$ cat config.mk
export PLATFORM = sky130hd
export DESIGN_NAME = lane_parity_monitor
export DESIGN_NICKNAME = d
export VERILOG_FILES = /design/src/rtl/lane_parity_monitor.sv
export SDC_FILE = /design/constraint.sdc
export NUM_CORES = 1
export LEC_CHECK = 0
export BUFFER_PORTS_ARGS = -buffer_cell sky130_fd_sc_hd__buf_2
export CELL_PAD_IN_SITES_DETAIL_PLACEMENT = 1
export CELL_PAD_IN_SITES_GLOBAL_PLACEMENT = 1
export CORE_MARGIN = 3
export CORE_UTILIZATION = 34
export CTS_CLUSTER_DIAMETER = 30
export DETAILED_ROUTE_END_ITERATION = 10
export PLACE_DENSITY_LB_ADDON = 0.12
export SYNTH_ARGS = -nofsm -noshare
export SYNTH_HDL_FRONTEND = slang
export SYNTH_SLANG_ARGS = --single-unit
$ cat constraint.sdc
create_clock -name clk -period 2.3 [get_ports clk]
set_clock_uncertainty 0.05 [all_clocks]
set_input_delay 0.46 -clock clk [delete_from_list [all_inputs] [get_ports clk]]
set_output_delay 0.46 -clock clk [all_outputs]
set_load 0.02 [all_outputs]
$ cat src/rtl/lane_parity_monitor.sv
module lane_parity_monitor #(
  parameter int CNT_W     = 16,
  parameter int PAR_OCTET = 3
) (
  input  logic             clk,
  input  logic             rst_n,
  input  logic             lane_aligned,
  input  logic             blk_valid,
  input  logic             blk_marker,
  input  logic [65:0]      blk_data,
  input  logic             rd_strobe,
  output logic [CNT_W-1:0] err_count,
  output logic             err_pulse
);

  localparam int                 OCTETS  = 8;
  localparam logic [CNT_W-1:0]   CNT_MAX = {CNT_W{1'b1}};

  logic [7:0] blk_par, span_par, rx_par;
  logic       opened, chk_now, mismatch;

  always_comb begin
    blk_par = '0;
    for (int k = 0; k < OCTETS; k++) blk_par ^= blk_data[2+8*k +: 8];
    blk_par[4] ^= blk_data[0];
    blk_par[3] ^= blk_data[1];
  end

  assign rx_par   = blk_data[2+8*PAR_OCTET +: 8];
  assign chk_now  = blk_valid && blk_marker && lane_aligned && opened;
  assign mismatch = chk_now && (span_par != rx_par);

  always_ff @(posedge clk) begin
    if (!rst_n) begin
      span_par  <= '0;
      opened    <= 1'b0;
      err_pulse <= 1'b0;
    end else begin
      err_pulse <= mismatch;
      if (!lane_aligned) opened <= 1'b0;
      else if (blk_valid) begin
        if (blk_marker) begin
          span_par <= blk_par;
          opened   <= 1'b1;
        end else begin
          span_par <= span_par ^ blk_par;
        end
      end
    end
  end

  always_ff @(posedge clk) begin
    if (!rst_n)                             err_count <= '0;
    else if (rd_strobe)                     err_count <= mismatch ? CNT_W'(1) : '0;
    else if (mismatch && err_count != CNT_MAX) err_count <= err_count + 1'b1;
  end

  AST_PULSE_FROM_MARKER: assert property (@(posedge clk) disable iff (!rst_n)
    err_pulse |-> $past(blk_valid && blk_marker && lane_aligned));
  AST_COUNT_STEP: assert property (@(posedge clk) disable iff (!rst_n)
    (!rd_strobe && err_count != CNT_MAX) |=> (err_count == $past(err_count) + CNT_W'(err_pulse)));
  AST_FIRST_UNCHECKED: assert property (@(posedge clk) disable iff (!rst_n)
    (!opened && blk_valid && blk_marker) |=> !err_pulse);
  AST_NO_WRAP: assert property (@(posedge clk) disable iff (!rst_n)
    (err_count == CNT_MAX && !rd_strobe) |=> err_count == CNT_MAX);
  AST_READ_CLEAR: assert property (@(posedge clk) disable iff (!rst_n)
    rd_strobe |=> err_count == CNT_W'(err_pulse));
  AST_IDLE_HOLD: assert property (@(posedge clk) disable iff (!rst_n)
    (!blk_valid && lane_aligned) |=> $stable(span_par));
  AST_UNALIGNED_QUIET: assert property (@(posedge clk) disable iff (!rst_n)
    !lane_aligned |=> !err_pulse);

endmodule

==> results of run 1 <==
-- state kept, by name (all words and copies together), names as in the netlist --
signal / count
err_pulse: 1
err_count: 16
opened: 1
span_par: 8
-- worst register-to-register path: cells and delay by family, from the launching register on --
family	cells	cell delay, ns
AOI/OAI and AO/OA	2	0.46
adders and majority gates	1	0.28
DFF	1	0.40
and+or+nand+nor	3	0.88
-- cell families (layout without fill, tap and decap cells) --
group | Yosys count | count (layout) | synth area share
buf+inv | 13 | 101 | 0.0302
simple gates | 80 | 80 | 0.238
flops | 26 | 26 | 0.257
compound gates | 57 | 57 | 0.183
mux | 2 | 2 | 0.00987
fa+ha+maj | 1 | 1 | 0.00617
xor+xnor | 64 | 64 | 0.276
-- report_power, final --
part           switching (mW)  internal (mW)  total (mW)
clock                   0.147          0.118       0.265
combinational           0.199          0.236       0.435
sequential             0.0428          0.480       0.523
-- final timing paths --
kind / endpoint / slack (ns)
setup / recovery: err_count[10] / 0.16
hold / removal: opened / 0.37
setup reg to reg: err_count[10] / 0.16
hold reg to reg: opened / 0.43
-- cell type report --
class                      count  area (um^2)
multi-input combinational    204         1450
tap                           72         90.1
clock buffer                   3         41.3
inverter                       3         11.3
fill                         730         3030
timing repair buffer          95          505
sequential                    26          520
-- layer usage --
metal	vias up	GRT usage
li1	1083	-
met1	1004	0.217
met2	52	0.291
met3	2	0.0397
met4	0	0.0238
met5	-	0
-- Yosys cell counts (all sizes together), types with 3 or more instances --
cell,instances,area share
a21oi,28,0.069
a2bb2oi,6,0.026
and3,5,0.015
and4,4,0.017
buf,3,0.012
clkbuf,7,0.013
dfxtp,26,0.26
inv,3,0.0056
nand2,6,0.011
nand3,16,0.039
nand4,11,0.034
nor2,12,0.022
nor4,3,0.019
o21ai,3,0.0074
o31ai,10,0.037
or3,3,0.0093
or4,9,0.033
xnor2,52,0.22
xor2,12,0.052
-- metrics by stage --
| stage | area [um^2] | hold WS, ns | std cells | power, mW | setup WS (ns) |
|---|---|---|---|---|---|
| after detailed placement | 2570 | 0.418 | 400 | 0.974 | 0.183 |
| after CTS | 2620 | 0.363 | 403 | 1.24 | 0.170 |
| after global placement | 2570 | 0.406 | 400 | 0.960 | 0.227 |
| after global routing | 2620 | 0.362 | 403 | 1.31 | 0.00820 |
| after floorplan | 2030 | 0.386 | 243 | 0.838 | 0.228 |
| final | 2620 | 0.368 | 403 | 1.22 | 0.163 |
==> parameters.txt, run 1 <==
Parameter                              Value

Outcome
  Run status    finished clean

Setup path
  Top delay family on crit path    simple AND/OR/NAND/NOR gates
  Setup crit start kind    flop
  Critical setup path kind    reg2reg
  CP max-delay cell    or4b_1
  Critical Path Start    err_count[0]
  Kind of end point of the critical path    flop
  Beginning of the worst register-to-register path    err_count[0]
  Stages on worst setup path    6
  Crit path required time    about 2.5 ns
  Length in cells of the worst reg-to-reg path    6
  Buffers plus inverters on the worst setup path    0
  Critical-path maximum fanout    6
  Data arrival at the endpoint of the critical path    around 2.3 ns
  Cells along the critical path    ha_1, nand3_1, or2_1, a211oi_2, or4b_1, a21oi_1
  Max stage delay on crit path    around 0.47 ns

Route
  Final wirelength    between 5 and 6 mm
  Average wire per standard cell    ~14 um
  Met3 routed WL    305 um
  Starting DRC count in detailed routing    roughly 80
  Routed Antenna Nets    0
  DR WL met2    2.81 mm
  Drt pass-1 iters    4
  DR vias/cell    approximately 5.3
  Number of vias in the routed layout    2,141
  Wire length the detailed router placed on met1    approximately 2.5 mm
  Highest routed layer    met4
  Remaining DRCs    0

Min path
  Hold wc startpoint    lane_aligned
  Cells on Worst Hold Path    3
  Path class of the lowest-slack min-delay path    in2reg

Floorplan
  FP Rows    27
  I/O pins    between 80 and 90
  Total die area    between 6000 and 7000 um^2
  Initial cell density of the core    0.360
  Core ar.    around 5600 um^2
  Die width    between 80 and 90 um
  Overall die height    83.2 um

Clock network
  Post-CTS sizing    0
  Total CTS buffers    3
  Root Buffer Master    clkbuf_8
  H-tree depth reported by CTS    1
  # hold bufs at CTS    0
  Max Buffers Root-to-Sink    2
  Buffers inserted during post-CTS setup optimization    0
  CTS sink count    26
  Clock-pin slew of the registers on the worst-case setup and hold paths    ~0.090 ns
  CTS tree    built
  Worst skew pair latency    approximately 0.27 ns

Finish
  Final design utilization    0.464
  Most common cell after layout, fill and taps aside    buf_2
  Area growth syn-to-layout    28.9%
  Highest-count cells in the layout ignoring fill and taps    88 x buf_2, 52 x xnor2_1, 28 x a21oi_1, 26 x dfxtp_1, 16 x nand3_1
  Post-layout nets    between 400 and 500
  Share of layout cells above drive strength 1    0.308
  Ant. Diodes    0

STA
  Worst slew margin relative to its limit    0.605
  Count of final hold-check violations    0
  Post-route minimum period    around 2.1 ns
  Total count of max-transition violations in the final report    0
  Count of final setup violators    0
  Worst Max-Slew Pin Slew    around 0.59 ns
  Fmax    around 470 MHz
  Final TNS setup    0 ns
  Crit share post-route    0.929
  Setup repair after global routing missed its margin    no

Place
  Estimated wirelength of the detail-placed design    ~4.6 mm
  Placer congestion estimate    0.732
  Number of port buffers    88

Global route
  Global-route wire length before repair    ~9.9 mm
  Via count of the first global-routing pass    around 2,100
  Overall Global Routing Usage    0.168
  Residual overflow from global routing    0
  Largest net degree at the start of global routing    25
  Initial antenna violation count    0

Logic synthesis
  Synthesis-stage register bit count    26
  Number of distinct library cell variants in the gate-level netlist after synthesis    38
  YS warnings    0
  Syn Std Cell Area    roughly 2000 um^2
  Post-synthesis instance total    243
  Leading register cell type out of synthesis    dfxtp_1
  FFs w/ async S/R, synth    0
  Portion of the post-synthesis area used by sequential elements    0.257
  Number of synthesized flops with an enable pin    0
  Mean post-synth cell area    roughly 8.3 um^2
  Synthesized netlist net count    between 300 and 400

Pwr
  Static leakage    1.05 nW
  Peak supply drop    0.245 mV
  Pwr dens    around 470 nW/um^2

Run
  Number of max-cap violations    0
No activity file was read; power rests on OpenSTA's default activity.
==> inputs of run 2 (changes only) <==
--- a/config.mk
+++ b/config.mk
@@ -5,6 +5,7 @@
 export SDC_FILE = /design/constraint.sdc
 export NUM_CORES = 1
 export LEC_CHECK = 0
+export ABC_AREA = 1
 export BUFFER_PORTS_ARGS = -buffer_cell sky130_fd_sc_hd__buf_2
 export CELL_PAD_IN_SITES_DETAIL_PLACEMENT = 1
 export CELL_PAD_IN_SITES_GLOBAL_PLACEMENT = 1
==> run 2 against run 1 <==
Compared with the run above:
- critical path depth increased by 2
- cell area increased by 20%
- utilization decreased by 1.6 points
- non-clock buffer count decreased by 4
- sequential power decreased by 9.2%
- sequential share of layout area decreased by 3.3 points
- die area increased by 23%
- count of clock-buffer cells in the layout increased by 1
- fmax increased by 6.4%
- total power decreased by 2.5%
- routed wire length increased by 32%
- critical path type unchanged
==> parameters.txt, run 2 <==
Parameter                              Value

Place
  Placer congestion estimate    0.810 (+11%)
  Post-Place Worst Slack    0.216 ns (+0.0336 ns)
  Estimated wirelength of the detail-placed design    6.22 mm (+35%)
  Post-Place Cells    612 (+53%)
  Number of port buffers    88 (unchanged)

STA
  Total count of max-transition violations in the final report    0 (unchanged)
  Post-route minimum period    2.01 ns (-0.129 ns)
  Count of final setup violators    0 (unchanged)
  Fmax    498 MHz (+6.4%)
  Setup repair after global routing missed its margin    no
  Count of final hold-check violations    0 (unchanged)
  Final TNS setup    0 ns (unchanged)
  Worst slew margin relative to its limit    0.677 (+0.0724)
  Worst Max-Slew Pin Slew    0.484 ns (-0.109 ns)
  Crit share post-route    0.873 (-0.0562)
  Least setup slack across all paths after layout    0.292 ns (+0.129 ns)

Logic synthesis
  Combinational family with the most area after synthesis    simple AND/OR/NAND/NOR gates
  Number of distinct library cell variants in the gate-level netlist after synthesis    29 (-24%)
  Simple-gate portion of the synthesized area    0.416 (+0.178)
  Leading register cell type out of synthesis    dfxtp_1
  Main area contributors after synthesis    nand2_1 22%, dfxtp_1 20%, xor2_1 11%, xnor2_1 10%, inv_1 8.0%
  Top cell types by occurrence after synthesis    147 x nand2_1, 54 x inv_1, 43 x nor2_1
  Synthesized-area fraction occupied by adder cells    0.00492 (-0.00125)
  Post-synthesis instance total    432 (+78%)
  Xor/xnor cell area share of the yosys netlist    0.210 (-0.0662)
  Portion of the post-synthesis area used by sequential elements    0.205 (-0.0519)
  Mean post-synth cell area    5.89 um^2 (-29%)
  Syn Std Cell Area    2540 um^2 (+25%)
  Post-synthesis compound-gate area fraction    0.0600 (-0.123)
  YS warnings    0 (unchanged)
  Number of synthesized flops with an enable pin    0 (unchanged)
  Fraction of synthesized area in multiplexers    0 (-0.00987)
  Cell type with the largest total area after synthesis    nand2_1
  Most frequent cell after synthesis    nand2_1
  Synthesis-stage register bit count    26 (unchanged)
  FFs w/ async S/R, synth    0 (unchanged)
  Share of the synthesized area in the top cell type    0.217 (-0.0396)
  Synthesized netlist net count    505 (+60%)

Route
  Met3 routed WL    372 um (+22%)
  Remaining DRCs    0 (unchanged)
  Routed Antenna Nets    0 (unchanged)
  Number of vias in the routed layout    2,929 (+37%)
  Starting DRC count in detailed routing    46 (-41%)
  Average wire per standard cell    12.0 um (-14%)
  Highest routed layer    met4
  DR vias/cell    4.75 (-10%)
  Final wirelength    7.40 mm (+32%)
  Drt pass-1 iters    4 (unchanged)
  Wire length the detailed router placed on met1    3.34 mm (+35%)
  DR WL met2    3.65 mm (+30%)

Setup path
  Critical setup path kind    reg2reg
  Kind of end point of the critical path    flop
  Crit path required time    2.41 ns (-0.04 ns)
  Length in cells of the worst reg-to-reg path    8 (+2)
  Data arrival at the endpoint of the critical path    2.12 ns (-0.17 ns)
  Setup crit start kind    flop
  Critical-path maximum fanout    11 (+5)

Floorplan
  Total die area    8550 um^2 (+23%)
  FP Rows    30 (+11%)
  Initial cell density of the core    0.362 (+0.00271)
  Overall die height    92.5 um (+11%)
  Core ar.    7020 um^2 (+24%)
  Die width    92.5 um (+11%)
  I/O pins    89 (unchanged)

Clock network
  Total CTS buffers    3 (unchanged)
  Max Buffers Root-to-Sink    2 (unchanged)
  Worst skew pair latency    0.28 ns (about the same)
  H-tree depth reported by CTS    1 (unchanged)
  CTS sink count    26 (unchanged)
  # hold bufs at CTS    0 (unchanged)
  Clock-pin slew of the registers on the worst-case setup and hold paths    0.10 ns (about the same)
  Buffers inserted during post-CTS setup optimization    0 (unchanged)
  Root Buffer Master    clkbuf_8
  CTS tree    built
  Post-CTS sizing    0 (unchanged)

Global route
  Global-route wire length before repair    12.4 mm (+26%)
  Via count of the first global-routing pass    2,889 (+34%)
  Residual overflow from global routing    0 (unchanged)
  Overall Global Routing Usage    0.174 (+0.00609)
  Initial antenna violation count    0 (unchanged)
  Largest net degree at the start of global routing    15 (-40%)

Min path
  Path class of the lowest-slack min-delay path    in2reg
  Cells on Worst Hold Path    3 (unchanged)

Finish
  Ant. Diodes    0 (unchanged)
  Area growth syn-to-layout    23.6%
  Post-layout nets    594 (+46%)
  Post-layout instance count excluding filler cells    616 (+53%)
  Highest-count cells in the layout ignoring fill and taps    147 x nand2_1, 88 x buf_2, 54 x inv_1, 43 x nor2_1, 38 x nand3_1
  Max reg flops    16 (unchanged)
  Most common cell after layout, fill and taps aside    nand2_1
  Share of layout cells above drive strength 1    0.204 (-0.104)
  Register with the most flip-flops    err_count
  Largest registers    err_count x16, span_par x8

Pwr
  Static leakage    1.61 nW (+53%)
  Peak supply drop    0.186 mV (-24%)
  Pwr dens    380 nW/um^2 (-19%)

Run
  Number of max-cap violations    0 (unchanged)

Outcome
  Run status    finished clean
run 2: cell count changes in the layout (fill, tap and decap cells not counted), sizes merged, moves of 10 or more:
cell | before | now
inv | 3 | 58
xor2 | 12 | 32
nor2 | 12 | 43
nand3 | 16 | 41
xnor2 | 52 | 29
nand2 | 6 | 149
o31ai | 10 | 0
run 2: logic make-up after synthesis:
logic type	after synthesis
compound gates	29
xor+xnor	61
simple gates	248
fa+ha+maj	1
flops	26
buf+inv	67
run 2: worst max-delay path, stage by stage, from the launching register on:
cell and delay (ns):
dfxtp_1 0.43, ha_1 0.24, nand3_2 0.15, nor3_4 0.18, nand3_2 0.19, nand3_2 0.13, nand2_1 0.28, nand2_1 0.17
a21oi_1 0.07
run 2: where the power goes:
part	total, mW	switching, mW	leakage (nW)	internal [mW]
combinational	0.400	0.227	1.37	0.173
sequential	0.475	0.0115	0.211	0.464
clock	0.318	0.164	0.0288	0.154
run 2: through the flow:
step	total power, mW	cell area (um^2)	util	hold slack (ns)
2_1_floorplan	0.746	2540	-	0.428
3_3_place_gp	0.872	3090	0.440	0.450
3_5_place_dp	0.890	3090	0.440	0.478
4_1_cts	1.21	3140	0.448	0.358
5_1_grt	1.28	3140	0.448	0.367
6_report	1.19	3140	0.448	0.365
run 2: cell type report:
type                       instances  area [um^2]
fill                            1013         3880
multi-input combinational        339         1760
sequential                        26          520
timing repair buffer              91          463
inverter                          60          225
tap                               96          120
clock buffer                       4         55.1
run 2: worst paths after layout:
kind / start / end / slack (ns)
worst max-delay path: err_count[1] / err_count[15] / 0.29
worst min-delay path: rst_n / err_count[0] / 0.37
worst max register to register: err_count[1] / err_count[15] / 0.29
worst min register to register: err_count[6] / err_count[6] / 0.49
run 2: metal layers:
metal,vias up,track usage
met1,1363,0.212
met2,63,0.328
met5,-,0
met3,4,0.0284
li1,1499,-
met4,0,0.0198
